### src/rtl/bod_pkg.sv
package bod_pkg;

  typedef enum logic [2:0] {
    RGN_NONE = 3'd0,
    RGN_RAM  = 3'd1,
    RGN_EXP  = 3'd2,
    RGN_IO   = 3'd3,
    RGN_ROM  = 3'd4
  } region_e;

  // active-high internal select vector
  typedef struct packed {
    logic ram_even;
    logic ram_odd;
    logic rom_even;
    logic rom_odd;
    logic io;
    logic exp;
  } sel_t;

  localparam int SEL_W = $bits(sel_t);

endpackage

### src/rtl/bod_region_decode.sv
module bod_region_decode
  import bod_pkg::*;
#(
  parameter int                ADDR_W   = 24,
  parameter logic [ADDR_W-1:0] RAM_LAST = 24'h0F_FFFF,
  parameter logic [ADDR_W-1:0] IO_BASE  = 24'hF8_0000,
  parameter logic [ADDR_W-1:0] ROM_BASE = 24'hFC_0000
) (
  input  logic [ADDR_W-1:0] addr,
  input  logic              strobe_n,
  input  logic              boot_n,
  output region_e           region
);

  always_comb begin
    region = RGN_NONE;
    if (!strobe_n) begin
      if (!boot_n)                region = RGN_ROM;
      else if (addr <= RAM_LAST)  region = RGN_RAM;
      else if (addr >= ROM_BASE)  region = RGN_ROM;
      else if (addr >= IO_BASE)   region = RGN_IO;
      else                        region = RGN_EXP;
    end
  end

endmodule

### src/rtl/bod_lane_select.sv
module bod_lane_select (
  input  logic hi_strobe_n,
  input  logic lo_strobe_n,
  input  logic boot_n,
  output logic even_en,
  output logic odd_en
);

  // overlay forces a full-width access on both chips
  always_comb begin
    even_en = !boot_n || !hi_strobe_n;
    odd_en  = !boot_n || !lo_strobe_n;
  end

endmodule

### src/rtl/bod_out_stage.sv
module bod_out_stage
  import bod_pkg::*;
#(
  parameter bit REG_OUT = 1'b1
) (
  input  logic clk,
  input  logic rst_n,
  input  sel_t sel_d,
  output sel_t sel_n_q
);

  generate
    if (REG_OUT) begin : g_reg
      always_ff @(posedge clk or negedge rst_n) begin
        if (!rst_n) sel_n_q <= '1;
        else        sel_n_q <= ~sel_d;
      end
    end else begin : g_comb
      always_comb sel_n_q = ~sel_d;
    end
  endgenerate

endmodule

### src/rtl/boot_overlay_decoder.sv
module boot_overlay_decoder
  import bod_pkg::*;
#(
  parameter int                ADDR_W   = 24,
  parameter logic [ADDR_W-1:0] RAM_LAST = 24'h0F_FFFF,
  parameter logic [ADDR_W-1:0] IO_BASE  = 24'hF8_0000,
  parameter logic [ADDR_W-1:0] ROM_BASE = 24'hFC_0000,
  parameter bit                REG_OUT  = 1'b1
) (
  input  logic              clk,
  input  logic              rst_n,
  input  logic [ADDR_W-1:0] bus_addr,
  input  logic              addr_strobe_n,
  input  logic              hi_strobe_n,
  input  logic              lo_strobe_n,
  input  logic              boot_n,
  output logic              ram_even_cs_n,
  output logic              ram_odd_cs_n,
  output logic              rom_even_cs_n,
  output logic              rom_odd_cs_n,
  output logic              io_cs_n,
  output logic              exp_cs_n
);

  region_e region;
  logic    even_en, odd_en;
  sel_t    sel_d, sel_n_q;

  bod_region_decode #(
    .ADDR_W  (ADDR_W),
    .RAM_LAST(RAM_LAST),
    .IO_BASE (IO_BASE),
    .ROM_BASE(ROM_BASE)
  ) u_region (
    .addr    (bus_addr),
    .strobe_n(addr_strobe_n),
    .boot_n  (boot_n),
    .region  (region)
  );

  bod_lane_select u_lanes (
    .hi_strobe_n(hi_strobe_n),
    .lo_strobe_n(lo_strobe_n),
    .boot_n     (boot_n),
    .even_en    (even_en),
    .odd_en     (odd_en)
  );

  always_comb begin
    sel_d          = '0;
    sel_d.ram_even = (region == RGN_RAM) && even_en;
    sel_d.ram_odd  = (region == RGN_RAM) && odd_en;
    sel_d.rom_even = (region == RGN_ROM) && even_en;
    sel_d.rom_odd  = (region == RGN_ROM) && odd_en;
    sel_d.io       = (region == RGN_IO);
    sel_d.exp      = (region == RGN_EXP);
  end

  bod_out_stage #(.REG_OUT(REG_OUT)) u_out (
    .clk    (clk),
    .rst_n  (rst_n),
    .sel_d  (sel_d),
    .sel_n_q(sel_n_q)
  );

  assign ram_even_cs_n = sel_n_q.ram_even;
  assign ram_odd_cs_n  = sel_n_q.ram_odd;
  assign rom_even_cs_n = sel_n_q.rom_even;
  assign rom_odd_cs_n  = sel_n_q.rom_odd;
  assign io_cs_n       = sel_n_q.io;
  assign exp_cs_n      = sel_n_q.exp;

endmodule

### config.mk
export PLATFORM = sky130hd
export DESIGN_NAME = boot_overlay_decoder
export DESIGN_NICKNAME = d
export VERILOG_FILES = /design/src/rtl/bod_pkg.sv /design/src/rtl/bod_region_decode.sv /design/src/rtl/bod_lane_select.sv /design/src/rtl/bod_out_stage.sv /design/src/rtl/boot_overlay_decoder.sv
export SDC_FILE = /design/constraint.sdc
export NUM_CORES = 1
export LEC_CHECK = 0
export CAP_MARGIN = 0
export CELL_PAD_IN_SITES_DETAIL_PLACEMENT = 0
export CELL_PAD_IN_SITES_GLOBAL_PLACEMENT = 1
export CORE_AREA = 2 2 39 41
export CTS_BUF_LIST = sky130_fd_sc_hd__clkbuf_8
export CTS_CLUSTER_DIAMETER = 120
export DETAILED_ROUTE_END_ITERATION = 10
export DIE_AREA = 0 0 41 43
export DONT_BUFFER_PORTS = 1
export PLACE_DENSITY_LB_ADDON = 0.1
export REMOVE_ABC_BUFFERS = 1
export SLEW_MARGIN = 20
export SYNTH_ARGS = -nofsm -noshare
export SYNTH_HDL_FRONTEND = slang
export SYNTH_SLANG_ARGS = --single-unit
### constraint.sdc
create_clock -name clk -period 0.8 [get_ports clk]
set_clock_uncertainty 0.05 [all_clocks]
set_input_delay 0.08 -clock clk [delete_from_list [all_inputs] [get_ports clk]]
set_output_delay 0.08 -clock clk [all_outputs]
set_load 0.1 [all_outputs]
=== Yosys cells after proc, flatten, opt, wreduce, memory -nomap -nowiden ===
Cells that the tools add are included.

* Input port bits: 30
* Word-level logic and storage cells: 28
* Register bits: 6

* Bitwise gates (word level): 1
* Reduce and logical (&&, ||, !) cells: 9
* $lt $le $gt $ge: 3
* Mux-type cells: 5
* Eq/ne operators: 4

{| class="wikitable"
|+ Operators with widths
! operator !! number
|-
| greater-or-equal comparator 24 bit (second input constant) || 2
|-
| <= comparator 24 x 20 -> 1 bit (second input constant) || 1
|-
| two-way mux 3 bit || 4
|-
| == test 3 x 2 -> 1 bit (second input constant) || 2
|-
| NOT 6 bit || 1
|-
| logical AND 1 bit || 4
|-
| == test 3 x 1 -> 1 bit (second input constant) || 1
|-
| == test 3 bit (second input constant) || 1
|-
| logical NOT 1 bit || 3
|-
| logical OR 1 bit || 2
|-
| two-way mux 1 bit || 1
|}

=== Logic depth before layout (Yosys ltp) ===
Gate-level depths: netlist of the first run.

* Depth in word-level cells: 9
* Mapped depth: 3

=== Cells and area by module ===
Synthesis of the first run repeated with hierarchy kept, for this count alone.

* Cells, all modules: 31
* Area, all modules: 339.1 µm²

{| class="wikitable"
|+ By module, submodules not included
! module !! cells each !! times used !! area each (µm²)
|-
| bod_out_stage || 12 || 1 || 180.2
|-
| bod_region_decode || 11 || 1 || 83.8
|-
| boot_overlay_decoder || 6 || 1 || 67.6
|-
| bod_lane_select || 2 || 1 || 7.5
|}

=== Worst setup path after synthesis of the first run ===
Ideal clock, no wire load.

* Kind: register to output
* From: register, netlist name u_out.sel_n_q[0]
* To: output port exp_cs_n
* Stages on the path, launching flop included: 1
* Data required time: 670 ps
* Arrival time: 823 ps
* Slack: -153 ps
* Path through: dfstp_2

{| class="wikitable"
|+ RTL lines
! item !! RTL line !! text
|-
| end: declaration || boot_overlay_decoder.sv:22 || <nowiki>output logic exp_cs_n</nowiki>
|}

No word-level cell between the ends.

=== Worst setup path after layout of the first run ===
* From: register, netlist name u_out.sel_n_q[5]
* To: output port ram_even_cs_n

{| class="wikitable"
|+ RTL lines
! item !! RTL line !! text
|-
| end: declaration || boot_overlay_decoder.sv:17 || <nowiki>output logic ram_even_cs_n,</nowiki>
|}

No word-level cell between the ends.

==> impl_metrics.json, run 1 <==
{
  "drv_cap": 0,
  "grt_pass1_vias": 205,
  "fin_nets": 63,
  "dpl_worst_slack_ns": -0.136,
  "dp_hpwl_um": 416,
  "synth_seq_cells": 6,
  "drive_gt1_share_pct": 51.6,
  "tightestPinTransition_ns": 0.340,
  "power_frac_seq_pct": 36.2,
  "cts_sinks": 6,
  "critPathKind": "flop to output port",
  "swShare_pct": 22.7,
  "total_leakage_power_nw": 0.200,
  "largest_reg_flops": 6,
  "antenna_cells": 0,
  "clk_pin_slew_ns": 0.03,
  "grt_max_degree": 7,
  "top_register": "u_out.sel_n_q",
  "first_iter_violations": 1,
  "worst_ir_drop_vdd_uv": 553,
  "synth_top_area_cell": "dfstp_2",
  "max-slew-margin-rel_pct": 77.1,
  "gp_congestion": 0.559,
  "finalHoldViolCount": 4,
  "pwr_density_cell_nw_per_um2": 1960,
  "synthesis.area_um2": 241,
  "cp-start-kind": "flop",
  "vias": 204,
  "grt_usage_pct": 8.00,
  "grt_first_pass_wirelength_um": 793,
  "core_area_um2": 1380,
  "initial_core_util_pct": 17.5,
  "clock_path_buffers": 2,
  "cp_slowest_cell": "dfstp_2",
  "final-setup-viol-count": 6,
  "clkPwrFrac_pct": 47.8,
  "cts_htree_levels": 1,
  "internal_power_uw": 703,
  "slowest_delay_ns": 0.53,
  "path_buf_inv": 1,
  "drc": 0,
  "crit_chain": "buf_12",
  "final_antenna_net_count": 0,
  "yosys_warnings": 0,
  "wl_um": 503,
  "cts_setup_buffers": 0,
  "critPathMaxFanout": 1,
  "cp.arrival_ns": 0.92,
  "post-route-period-util_pct": 132,
  "power_frac_comb_pct": 16.0,
  "worst_slack_ns": -0.253,
  "vias_per_cell": 4.34,
  "nFillCells": 145,
  "cts_made_buffers": 3,
  "synth_seq_area_share_pct": 65.3,
  "dieArea_um2": 1760,
  "avgSynthCellArea_um2": 13.4,
  "top_regs": "u_out.sel_n_q (6)",
  "status": "complete, but fails checks",
  "synth_top_area_share_pct": 65.3,
  "globalRouteOverflowTotal": 0,
  "max_freq_mhz": 950,
  "min_path_type": "primary input to flop",
  "io_pins": 36,
  "rsz0062_at_grt": "true",
  "failed_checks": "hold timing, setup timing",
  "netlist_instances": 18,
  "fp.dieW_um": 41,
  "end_kind": "output port",
  "ys_types": 11,
  "antenna_found_initial": 0,
  "num_rows": 14,
  "cts-hold-fix-buffers": 3,
  "first_pass_iters": 4,
  "syn_to_final_growth_pct": 92.7,
  "wl_per_cell_um": 10.7,
  "portBuffers": 0,
  "cp.required_ns": 0.67,
  "crit_family": "flip-flops",
  "drv_slew": 0,
  "synth.top_cells.by_area": "dfstp_2, o32a_1, or2_1",
  "tritoncts": "yes",
  "timing.hold.ws_ns": -0.0645,
  "dieHeight_um": 43,
  "power.total_uw": 910,
  "power_switching_uw": 207,
  "clockRootBuffer": "clkbuf_8",
  "timing.final.crit_period_ns": 1.05
}
-- metrics by stage --
| step | hold slack, ns | setup TNS, ns | instances | util [%] | instance area (um^2) |
|---|---|---|---|---|---|
| after global routing | -0.0737 | -1.63 | 47 | 33.6 | 465 |
| after CTS | -0.0706 | -1.74 | 47 | 33.3 | 460 |
| after global placement | -0.117 | -0.525 | 41 | 28.1 | 389 |
| final | -0.0645 | -1.50 | 47 | 33.6 | 465 |
| after floorplan | -0.118 | -1.01 | 18 | - | 241 |
| after detailed placement | -0.117 | -0.594 | 41 | 28.1 | 389 |
-- placed cells by master (no fill, tap or decap), drive strengths merged --
cell          Yosys  routed
buf               0       7
dfstp             6       6
clkbuf            0       3
o32a              2       2
or2               2       2
dlymetal6s4s      0       2
and3              1       1
nand3             1       1
nand2b            1       1
nor4              1       1
nor3b             1       1
nand2             1       1
nand3b            1       1
or3b              1       1
dlygate4sd3       0       1
-- synthesized netlist by cell type --
cell type,count
nor3b_1,1
or2_1,2
and3_1,1
nand3_1,1
o32a_1,2
nand3b_1,1
dfstp_2,6
nor4_1,1
or3b_1,1
nand2_1,1
nand2b_1,1
-- final cells by class --
type,instances,area [um^2],area share [%]
repair buffers,10,163,34.9
flip-flops and latches,6,158,33.9
well taps,16,20.0,4.30
clock buffers,3,41.3,8.87
multi-input cells,12,83.8,18.0
-- logic make-up after synthesis --
family | after synthesis | synth area share [%]
AO/OA/AOI/OAI | 2 | 8.29
AND/OR/NAND/NOR | 10 | 26.4
flip-flops | 6 | 65.3
-- routing by layer --
metal | vias to the layer above | global-route usage (%) | share of wire, %
met1 | 90 | 6.93 | 32
met5 | - | 0 | 0
met4 | 0 | 12.0 | 0
met3 | 0 | 5.24 | 18
met2 | 19 | 9.38 | 50
li1 | 95 | - | -
-- worst paths after layout --
kind	from	slack, ns	cells past startpoint	endpoint
max in group asynchronous	rst_n	0.31	1	u_out.sel_n_q[3]
min in group asynchronous	rst_n	0.37	1	u_out.sel_n_q[5]
hold / removal	bus_addr[18]	-0.06	1	u_out.sel_n_q[1]
setup / recovery	u_out.sel_n_q[5]	-0.25	1	ram_even_cs_n
-- power by group through the flow --
stage | Clock [mW] | Sequential, mW | Combinational, mW
floorplan | 0 | 0.397 | 0.0168
global placement | 0 | 0.332 | 0.127
detailed placement | 0 | 0.332 | 0.126
CTS | 0.452 | 0.330 | 0.144
global route | 0.474 | 0.330 | 0.152
finish | 0.435 | 0.329 | 0.145
-- timing repair --
| action | CTS | global route |
|---|---|---|
| pin swaps | 0 | 2 |
| resized for setup | 0 | 2 |
| endpoints found under the setup margin | 6 | 8 |
| endpoints found under the hold margin | 12 | 4 |
Note: power is estimated with default switching activity, not from simulation.
==> run 2, diff against run 1 <==
Settings changed: CTS_BUF_LIST sky130_fd_sc_hd__clkbuf_8 to default.
==> impl_metrics.json, run 2 (synthesis gave the netlist of run 1 again) <==
{
  "status": "complete, but fails checks",
  "failed_checks": "hold timing, setup timing",
  "top_register": "u_out.sel_n_q",
  "max_freq_mhz": 930,
  "first_iter_violations": 1,
  "tightestPinTransition_ns": 0.335,
  "slowest_delay_ns": 0.54,
  "total_leakage_power_nw": 0.205,
  "io_pins": 36,
  "wl_met3_um": 88,
  "antenna_cells": 0,
  "hold_depth": 1,
  "path_buf_inv": 1,
  "wl_met1_um": 148,
  "cp_slowest_cell": "dfstp_2",
  "nFillCells": 147,
  "worst_slack_ns": -0.275,
  "end_kind": "output port",
  "fin_nets": 64,
  "max-slew-margin-rel_pct": 77.4,
  "grt_max_degree": 7,
  "num_rows": 14,
  "first_pass_iters": 2,
  "cts_htree_levels": 1,
  "antenna_found_initial": 0,
  "grt_usage_pct": 7.49,
  "min_path_type": "primary input to flop",
  "hold_path.startpoint": "bus_addr[18]",
  "crit_chain": "buf_12",
  "wl_per_cell_um": 10.3,
  "top_layer_used": "met4",
  "core_area_um2": 1380,
  "gp_congestion": 0.559,
  "rsz0062_at_grt": "true",
  "pwr_density_cell_nw_per_um2": 1620,
  "grt_first_pass_wirelength_um": 752,
  "min_to": "u_out.sel_n_q[1]",
  "cp-start-kind": "flop",
  "setup_tns_ns": -1.63,
  "drc": 0,
  "tritoncts": "yes",
  "largest_reg_flops": 6,
  "drv_slew": 0,
  "clk_pin_slew_ns": 0.04,
  "globalRouteOverflowTotal": 0,
  "drv_cap": 0,
  "vias": 207,
  "clock_path_buffers": 2,
  "wl_met2_um": 245,
  "cp.arrival_ns": 0.94,
  "cts_made_buffers": 3,
  "fp.dieW_um": 41,
  "syn_to_final_growth_pct": 90.2,
  "post-route-period-util_pct": 134,
  "cts_sinks": 6,
  "dp_hpwl_um": 416,
  "worst_ir_drop_vdd_uv": 467,
  "dp.cells": 41,
  "critPathKind": "flop to output port",
  "vias_per_cell": 4.31,
  "cts-hold-fix-buffers": 4,
  "top_regs": "u_out.sel_n_q (6)",
  "dieHeight_um": 43,
  "final_antenna_net_count": 0,
  "most-common-layout-cells": "buf_12, dfstp_2, clkbuf_4, dlymetal6s4s_1",
  "finalHoldViolCount": 4,
  "stdcell_count": 48,
  "critPathMaxFanout": 1,
  "clockRootBuffer": "clkbuf_4",
  "portBuffers": 0,
  "timing.hold.ws_ns": -0.0849,
  "dieArea_um2": 1760,
  "timing.final.crit_period_ns": 1.07,
  "drive_gt1_share_pct": 50.0,
  "crit_family": "flip-flops",
  "grt_pass1_vias": 206,
  "final-setup-viol-count": 6,
  "wl_um": 493,
  "initial_core_util_pct": 17.5,
  "cp.required_ns": 0.67
}
## run 2: how the worst max path moves through the flow
stage	start	to	slack, ns	cells past startpoint
2_1_floorplan	u_out.sel_n_q[0]	exp_cs_n	-0.15	0
3_3_place_gp	bus_addr[23]	u_out.sel_n_q[5]	-0.10	3
3_5_place_dp	bus_addr[23]	u_out.sel_n_q[4]	-0.14	3
4_1_cts	u_out.sel_n_q[5]	ram_even_cs_n	-0.29	1
5_1_grt	u_out.sel_n_q[1]	io_cs_n	-0.30	1
6_report	u_out.sel_n_q[5]	ram_even_cs_n	-0.27	1
## run 2: timing repair
| action | in CTS | in global routing |
|---|---|---|
| resized for setup | 0 | 3 |
| setup endpoints to repair | 6 | 10 |
| pin swaps | 0 | 2 |
| setup buffers | 0 | 0 |
| hold endpoints to repair | 12 | 4 |
## run 2: where the power goes
group	internal [mW]	leakage (nW)	switching, mW
logic	0.0632	0.128	0.0881
clock network	0.169	0.0138	0.0932
registers	0.322	0.0632	0.00711
total	0.553	0.205	0.188
## run 2: stage by stage
step	instance area (um^2)	hold WS, ns	util [%]	power, mW	setup WS (ns)
5_1_grt	459	-0.0959	33.2	0.777	-0.301
4_1_cts	452	-0.0963	32.6	0.759	-0.290
3_5_place_dp	389	-0.117	28.1	0.459	-0.136
3_3_place_gp	389	-0.117	28.1	0.459	-0.103
6_report	459	-0.0849	33.2	0.742	-0.275
2_1_floorplan	241	-0.118	-	0.414	-0.153
## run 2: per-layer routing
layer  track usage (%)  vias to the layer above
li1                  -                       97
met1              6.60                       89
met2              9.38                       19
met3              3.14                        2
met4              12.0                        0
met5                 0                        -
## run 2: area by class of cell
cell class	instances	area [um^2]	area share, %
Clock buffer	3	22.5	4.90
Multi-Input combinational cell	12	83.8	18.3
Sequential cell	6	158	34.3
Tap cell	16	20.0	4.36
Timing Repair Buffer	11	175	38.1
